## config.mk

```make
export PLATFORM = sky130hd
export DESIGN_NAME = txframe_timer
export DESIGN_NICKNAME = d
export VERILOG_FILES = /design/src/rtl/txframe_timer_pkg.sv /design/src/rtl/txframe_timer_ctrl.sv /design/src/rtl/txframe_timer_dp.sv /design/src/rtl/txframe_timer.sv
export SDC_FILE = /design/constraint.sdc
export NUM_CORES = 1
export LEC_CHECK = 0
export ABC_CLOCK_PERIOD_IN_PS = 1780
export BUFFER_PORTS_ARGS = -buffer_cell sky130_fd_sc_hd__buf_2
export CELL_PAD_IN_SITES_DETAIL_PLACEMENT = 1
export CELL_PAD_IN_SITES_GLOBAL_PLACEMENT = 2
export CORE_ASPECT_RATIO = 1.25
export CORE_MARGIN = 5
export CORE_UTILIZATION = 31
export CTS_CLUSTER_DIAMETER = 60
export DETAILED_ROUTE_END_ITERATION = 8
export PLACE_DENSITY_LB_ADDON = 0.1
export SLEW_MARGIN = 30
export SYNTH_ARGS = -nofsm -noshare
export SYNTH_HDL_FRONTEND = slang
export SYNTH_SLANG_ARGS = --single-unit
```

## constraint.sdc

```tcl
create_clock -name clk -period 1.78 [get_ports clk]
set_input_delay 0.089 -clock clk [delete_from_list [all_inputs] [get_ports clk]]
set_output_delay 0.089 -clock clk [all_outputs]
set_load 0.05 [all_outputs]
```

## src/rtl/txframe_timer_pkg.sv

```systemverilog
package txframe_timer_pkg;

  typedef enum logic [1:0] {
    TXM_T1_SF  = 2'b00,
    TXM_T1_ESF = 2'b01,
    TXM_E1     = 2'b10,
    TXM_E1_ALT = 2'b11
  } tx_mode_e;

  // Strobes from the control to the counting datapath
  typedef struct packed {
    logic clearFrame;
    logic stepFrame;
    logic wrapFrame;
    logic alignHit;
    logic slcClear;
    logic slcStep;
    logic slcWrap;
  } timer_ctrl_t;

endpackage

```

## src/rtl/txframe_timer_ctrl.sv

```systemverilog
module txframe_timer_ctrl
  import txframe_timer_pkg::*;
#(
  parameter int SF_LEN  = 12,
  parameter int ESF_LEN = 24,
  parameter int E1_LEN  = 16,
  parameter int SLC_LEN = 72,
  parameter int FRAME_W = 5,
  parameter int SLC_W   = 7
) (
  input  logic               clk,
  input  logic               rstN,
  input  logic               frameStrobe,
  input  logic [1:0]         txMode,
  input  logic               slcEnable,
  input  logic [FRAME_W-1:0] frameCount,
  input  logic [SLC_W-1:0]   slcCount,
  output timer_ctrl_t        ctrl,
  output logic               isE1,
  output logic               slcOn
);

  localparam logic [FRAME_W-1:0] SF_LAST  = FRAME_W'(SF_LEN - 1);
  localparam logic [FRAME_W-1:0] ESF_LAST = FRAME_W'(ESF_LEN - 1);
  localparam logic [FRAME_W-1:0] E1_LAST  = FRAME_W'(E1_LEN - 1);
  localparam logic [SLC_W-1:0]   SLC_LAST = SLC_W'(SLC_LEN - 1);

  logic [1:0]         modeQ;
  logic               modeChange;
  logic [FRAME_W-1:0] lastIdx;
  logic               frameLast;
  logic               slcLast;

  always_ff @(posedge clk) begin
    if (!rstN) modeQ <= TXM_T1_SF;
    else       modeQ <= txMode;
  end

  assign modeChange = (txMode != modeQ);
  assign isE1       = txMode[1];
  assign slcOn      = slcEnable && !isE1;

  always_comb begin
    unique case (tx_mode_e'(txMode))
      TXM_T1_SF:  lastIdx = SF_LAST;
      TXM_T1_ESF: lastIdx = ESF_LAST;
      default:    lastIdx = E1_LAST;
    endcase
  end

  assign frameLast = (frameCount >= lastIdx);
  assign slcLast   = (slcCount >= SLC_LAST);

  always_comb begin
    ctrl            = '0;
    ctrl.clearFrame = modeChange;
    ctrl.stepFrame  = frameStrobe && !modeChange;
    ctrl.wrapFrame  = ctrl.stepFrame && frameLast;
    ctrl.alignHit   = ctrl.stepFrame && isE1 && frameCount[0];
    ctrl.slcClear   = modeChange || !slcOn;
    ctrl.slcStep    = ctrl.stepFrame && slcOn;
    ctrl.slcWrap    = ctrl.slcStep && slcLast;
  end

  AST_IDX_RANGE: assert property (@(posedge clk) disable iff (!rstN)
    !modeChange |-> frameCount <= lastIdx);

  AST_MODE_CLEAR: assert property (@(posedge clk) disable iff (!rstN)
    modeChange |=> (frameCount == '0 && slcCount == '0));

endmodule

```

## src/rtl/txframe_timer_dp.sv

```systemverilog
module txframe_timer_dp
  import txframe_timer_pkg::*;
#(
  parameter int FRAME_W = 5,
  parameter int SLC_W   = 7
) (
  input  logic               clk,
  input  logic               rstN,
  input  timer_ctrl_t        ctrl,
  input  logic               isE1,
  input  logic               slcOn,
  output logic [FRAME_W-1:0] frameCount,
  output logic [SLC_W-1:0]   slcCount,
  output logic               mfEvent,
  output logic               alignEvent,
  output logic               slcEvent
);

  always_ff @(posedge clk) begin
    if (!rstN) begin
      frameCount <= '0;
    end else if (ctrl.clearFrame || ctrl.wrapFrame) begin
      frameCount <= '0;
    end else if (ctrl.stepFrame) begin
      frameCount <= frameCount + 1'b1;
    end
  end

  always_ff @(posedge clk) begin
    if (!rstN) begin
      slcCount <= '0;
    end else if (ctrl.slcClear || ctrl.slcWrap) begin
      slcCount <= '0;
    end else if (ctrl.slcStep) begin
      slcCount <= slcCount + 1'b1;
    end
  end

  always_ff @(posedge clk) begin
    if (!rstN) begin
      mfEvent    <= 1'b0;
      alignEvent <= 1'b0;
      slcEvent   <= 1'b0;
    end else begin
      mfEvent    <= ctrl.wrapFrame;
      alignEvent <= ctrl.alignHit;
      slcEvent   <= ctrl.slcWrap;
    end
  end

  AST_MF_AT_ZERO: assert property (@(posedge clk) disable iff (!rstN)
    mfEvent |-> frameCount == '0);

  AST_SLC_AT_ZERO: assert property (@(posedge clk) disable iff (!rstN)
    slcEvent |-> slcCount == '0);

  AST_ALIGN_E1: assert property (@(posedge clk) disable iff (!rstN)
    alignEvent |-> $past(isE1));

  AST_SLC_ENABLED: assert property (@(posedge clk) disable iff (!rstN)
    slcEvent |-> $past(slcOn));

  AST_ALIGN_SINGLE: assert property (@(posedge clk) disable iff (!rstN)
    alignEvent |=> !alignEvent);

endmodule

```

## src/rtl/txframe_timer.sv

```systemverilog
module txframe_timer
  import txframe_timer_pkg::*;
#(
  parameter int SF_LEN  = 12,
  parameter int ESF_LEN = 24,
  parameter int E1_LEN  = 16,
  parameter int SLC_LEN = 72,
  localparam int MF_MAX  = (SF_LEN > ESF_LEN) ? ((SF_LEN > E1_LEN) ? SF_LEN : E1_LEN)
                                              : ((ESF_LEN > E1_LEN) ? ESF_LEN : E1_LEN),
  localparam int FRAME_W = $clog2(MF_MAX),
  localparam int SLC_W   = $clog2(SLC_LEN)
) (
  input  logic               clk,
  input  logic               rstN,
  input  logic               frameStrobe,
  input  logic [1:0]         txMode,
  input  logic               slcEnable,
  output logic               mfEvent,
  output logic               alignEvent,
  output logic               slcEvent,
  output logic [FRAME_W-1:0] frameIndex
);

  timer_ctrl_t        ctrl;
  logic               isE1;
  logic               slcOn;
  logic [FRAME_W-1:0] frameCount;
  logic [SLC_W-1:0]   slcCount;

  txframe_timer_ctrl #(
    .SF_LEN(SF_LEN), .ESF_LEN(ESF_LEN), .E1_LEN(E1_LEN), .SLC_LEN(SLC_LEN),
    .FRAME_W(FRAME_W), .SLC_W(SLC_W)
  ) u_ctrl (
    .clk(clk), .rstN(rstN), .frameStrobe(frameStrobe), .txMode(txMode),
    .slcEnable(slcEnable), .frameCount(frameCount), .slcCount(slcCount),
    .ctrl(ctrl), .isE1(isE1), .slcOn(slcOn)
  );

  txframe_timer_dp #(
    .FRAME_W(FRAME_W), .SLC_W(SLC_W)
  ) u_dp (
    .clk(clk), .rstN(rstN), .ctrl(ctrl), .isE1(isE1), .slcOn(slcOn),
    .frameCount(frameCount), .slcCount(slcCount),
    .mfEvent(mfEvent), .alignEvent(alignEvent), .slcEvent(slcEvent)
  );

  assign frameIndex = frameCount;

  AST_EVENT_NEEDS_STROBE: assert property (@(posedge clk) disable iff (!rstN)
    (mfEvent || alignEvent || slcEvent) |-> $past(frameStrobe));

endmodule

```

==> results.txt <==
Clock tree from TritonCTS = built
Avg WL per Cell = 14.07 um
CTS Sinks = 17
Critical path class = reg2reg
RSZ-0062 raised after global routing = no
Total grt overflow = 0
Starting Density = 31.56%
Clock Tree Root = clkbuf_4
Simple-gate area share of the yosys netlist = 29.08%
Slew @ Worst Pin = 0.4456 ns
Syn Inst Count = 87
Total Routing Usage GR = 10.45%
First-pass GRT wire length = 3277 um
Final WS setup = 0.1752 ns
TritonCTS buffer count = 3
Dpl cell area = 1032 sq um
IO buf count = 13
Worst Setup Start Kind = register
Syn Nets = 98
N_diodes = 0
Yosys warns = 0
Number of enable flip-flop cells after synthesis = 0
Crit share post-route = 90.16%
Area added between synthesis and finish = 16.05%
Setup TNS = 0 ns
Total length of routed wires = 1984 um
Hold Fails Final Rpt = 0
Core area = 2890 sq um
Fmax = 623.1 MHz
Multiplexer share of the synthesized area = 2.195%
Proportion of layout cells with a drive suffix above 1 = 28.57%
Gpl congestion = 0.7026
Routed Antenna Nets = 0
Post-CTS setup buffer count = 0
Vias in the first global route = 727
Layout net count = 117
Crit path required time = 2.01 ns
Minimum clock period after layout = 1.605 ns
Num rows = 22
Fin cells = 141
Worst-Skew Late Latency = 0.29 ns
Initial antenna violation count = 0
Mapped Area = 912.1 sq um
Pin count of the biggest net entering global routing = 10
Fin util = 36.62%
Total number of vias = 687
Worst Hold Class = in2reg
Clock buffer depth = 2
Placed cell count = 137
Worst hold path stage count = 3
CP Capture Type = register
Seq/Total Area, Yosys = 37.31%
FF-to-FF path depth = 5
Async S/R FF share, synth = 0%
Worst clock skew = 0.007724 ns
CP max FO = 7
Via density = 4.872
Die W = 58.52 um
Status = complete, no violations
Slew HR = 70.23%
Largest family of logic cells by synthesized area = simple AND/OR/NAND/NOR gates
Post-synthesis cell type count = 29
Clock-pin slew on the worst setup and hold paths = 0.10 ns
Final instance area = 1059 sq um
Post-synth top flop = dfxtp_1
Pre-CTS setup slack = 0.09299 ns
Final setup violation count = 0
Router iterations before antenna repair = 2
Maxcap violations = 0
Synth Area in XOR/XNOR = 12.62%
Static Leakage = 0.0004074 uW
Die Area = 4134 sq um
CTS Hold Bufs = 0
Compound-Gate Fraction of Synth Area = 10.15%
Power per cell area = 631.0 nW/um^2
Slew Viols, Final = 0
1st-iter DRT viols = 4
VDD IR max = 0.0003104 V
H-Tree Depth = 1
Synth Area in Adders = 6.859%
Arrival time worst endpoint = 1.84 ns
Syn Area/Cell = 10.48 sq um
#FFs+latches synth = 17
DRC = 0
I/O pin cnt = 14
Die height = 70.65 um
Post_cts resized = 0
Post-DP HPWL = 1575 um
through the flow:
step                      power, uW  hold WS, ns
after global routing          710.0      0.08525
after detailed placement      470.6       0.4013
final                         667.9      0.08667
after global placement        471.3       0.4014
after floorplan               444.3       0.2107
after CTS                     686.7      0.07379
worst paths after layout:
path	from	end	slack [ns]
worst max-delay path	u_dp.slcCount[1]	u_dp.slcCount[2]	0.18
worst min-delay path	rstN	u_dp.slcEvent	0.09
worst max register to register	u_dp.slcCount[1]	u_dp.slcCount[2]	0.18
worst min register to register	u_dp.slcCount[6]	u_dp.slcEvent	0.47
logic make-up (layout without fill, tap and decap cells):
group	after synthesis	in the layout
flip-flops	17	17
XOR/XNOR	11	11
AND/OR/NAND/NOR	39	39
adder cells (fa/ha/maj)	5	5
multiplexers	2	2
buffers and inverters	4	22
AO/OA/AOI/OAI	9	9
cell usage after synthesis (3+ instances only):
library cell	n	area share, %
inv_1	3	1.2
nand3_1	3	1.6
xor2_1	3	2.9
nor3_1	8	4.4
dfxtp_1	17	37
nor2_1	9	3.7
xnor2_1	7	6.7
ha_1	5	6.9
a21oi_1	3	1.6
nand2_1	5	2.1
power by group:
part | internal, uW | switching, uW | leakage (uW)
Clock | 87.0 | 121 | 0.0000150
Sequential | 384 | 4.60 | 0.000138
Combinational | 26.8 | 44.8 | 0.000255
final cells by class:
| cell class | count | area, sq um |
|---|---|---|
| Inverter | 3 | 11.26 |
| Tap cell | 36 | 45.04 |
| Timing Repair Buffer | 15 | 80.08 |
| Fill cell | 349 | 1832 |
| Clock buffer | 4 | 26.28 |
| Sequential cell | 17 | 340.3 |
| Multi-Input combinational cell | 66 | 555.5 |
worst max-delay path, cell delays in order, from the launching register on:
cell and delay (ns):
dfxtp_1 0.36, ha_1 0.24, a21o_1 0.20, a2111oi_4 0.44, o211ai_4 0.18, nor2_1 0.13
sequential cells by signal (all words and copies together), names as in the netlist:
register         flops
u_dp.mfEvent         1
u_dp.alignEvent      1
u_dp.slcEvent        1
u_dp.slcCount        7
u_ctrl.modeQ         2
u_dp.frameCount      5
cell usage in the layout, fill, tap and decap left out, drive strengths merged:
cell	instances
dfxtp	17
buf	15
nor3	10
nor2	9
xnor2	7
nand2	5
ha	5
xor2	4
clkbuf	4
inv	3
a21oi	3
nand3	3
a21o	2
nand4	2
mux2i	2
nor4	2
and2	2
or2b	1
nand4b	1
a21boi	1
a2111oi	1
nor4b	1
o211ai	1
nand4bb	1
or2	1
and4	1
a31oi	1
routing by layer:
| layer | global-route usage, % | wire (um) | up-vias |
|---|---|---|---|
| li1 | - | - | 343 |
| met1 | 11.44 | 826 | 330 |
| met2 | 18.14 | 1037 | 10 |
| met3 | 1.825 | 74 | 4 |
| met4 | 6.443 | 45 | 0 |
| met5 | 0 | 0 | - |
Power figures use the tool's default switching activity.
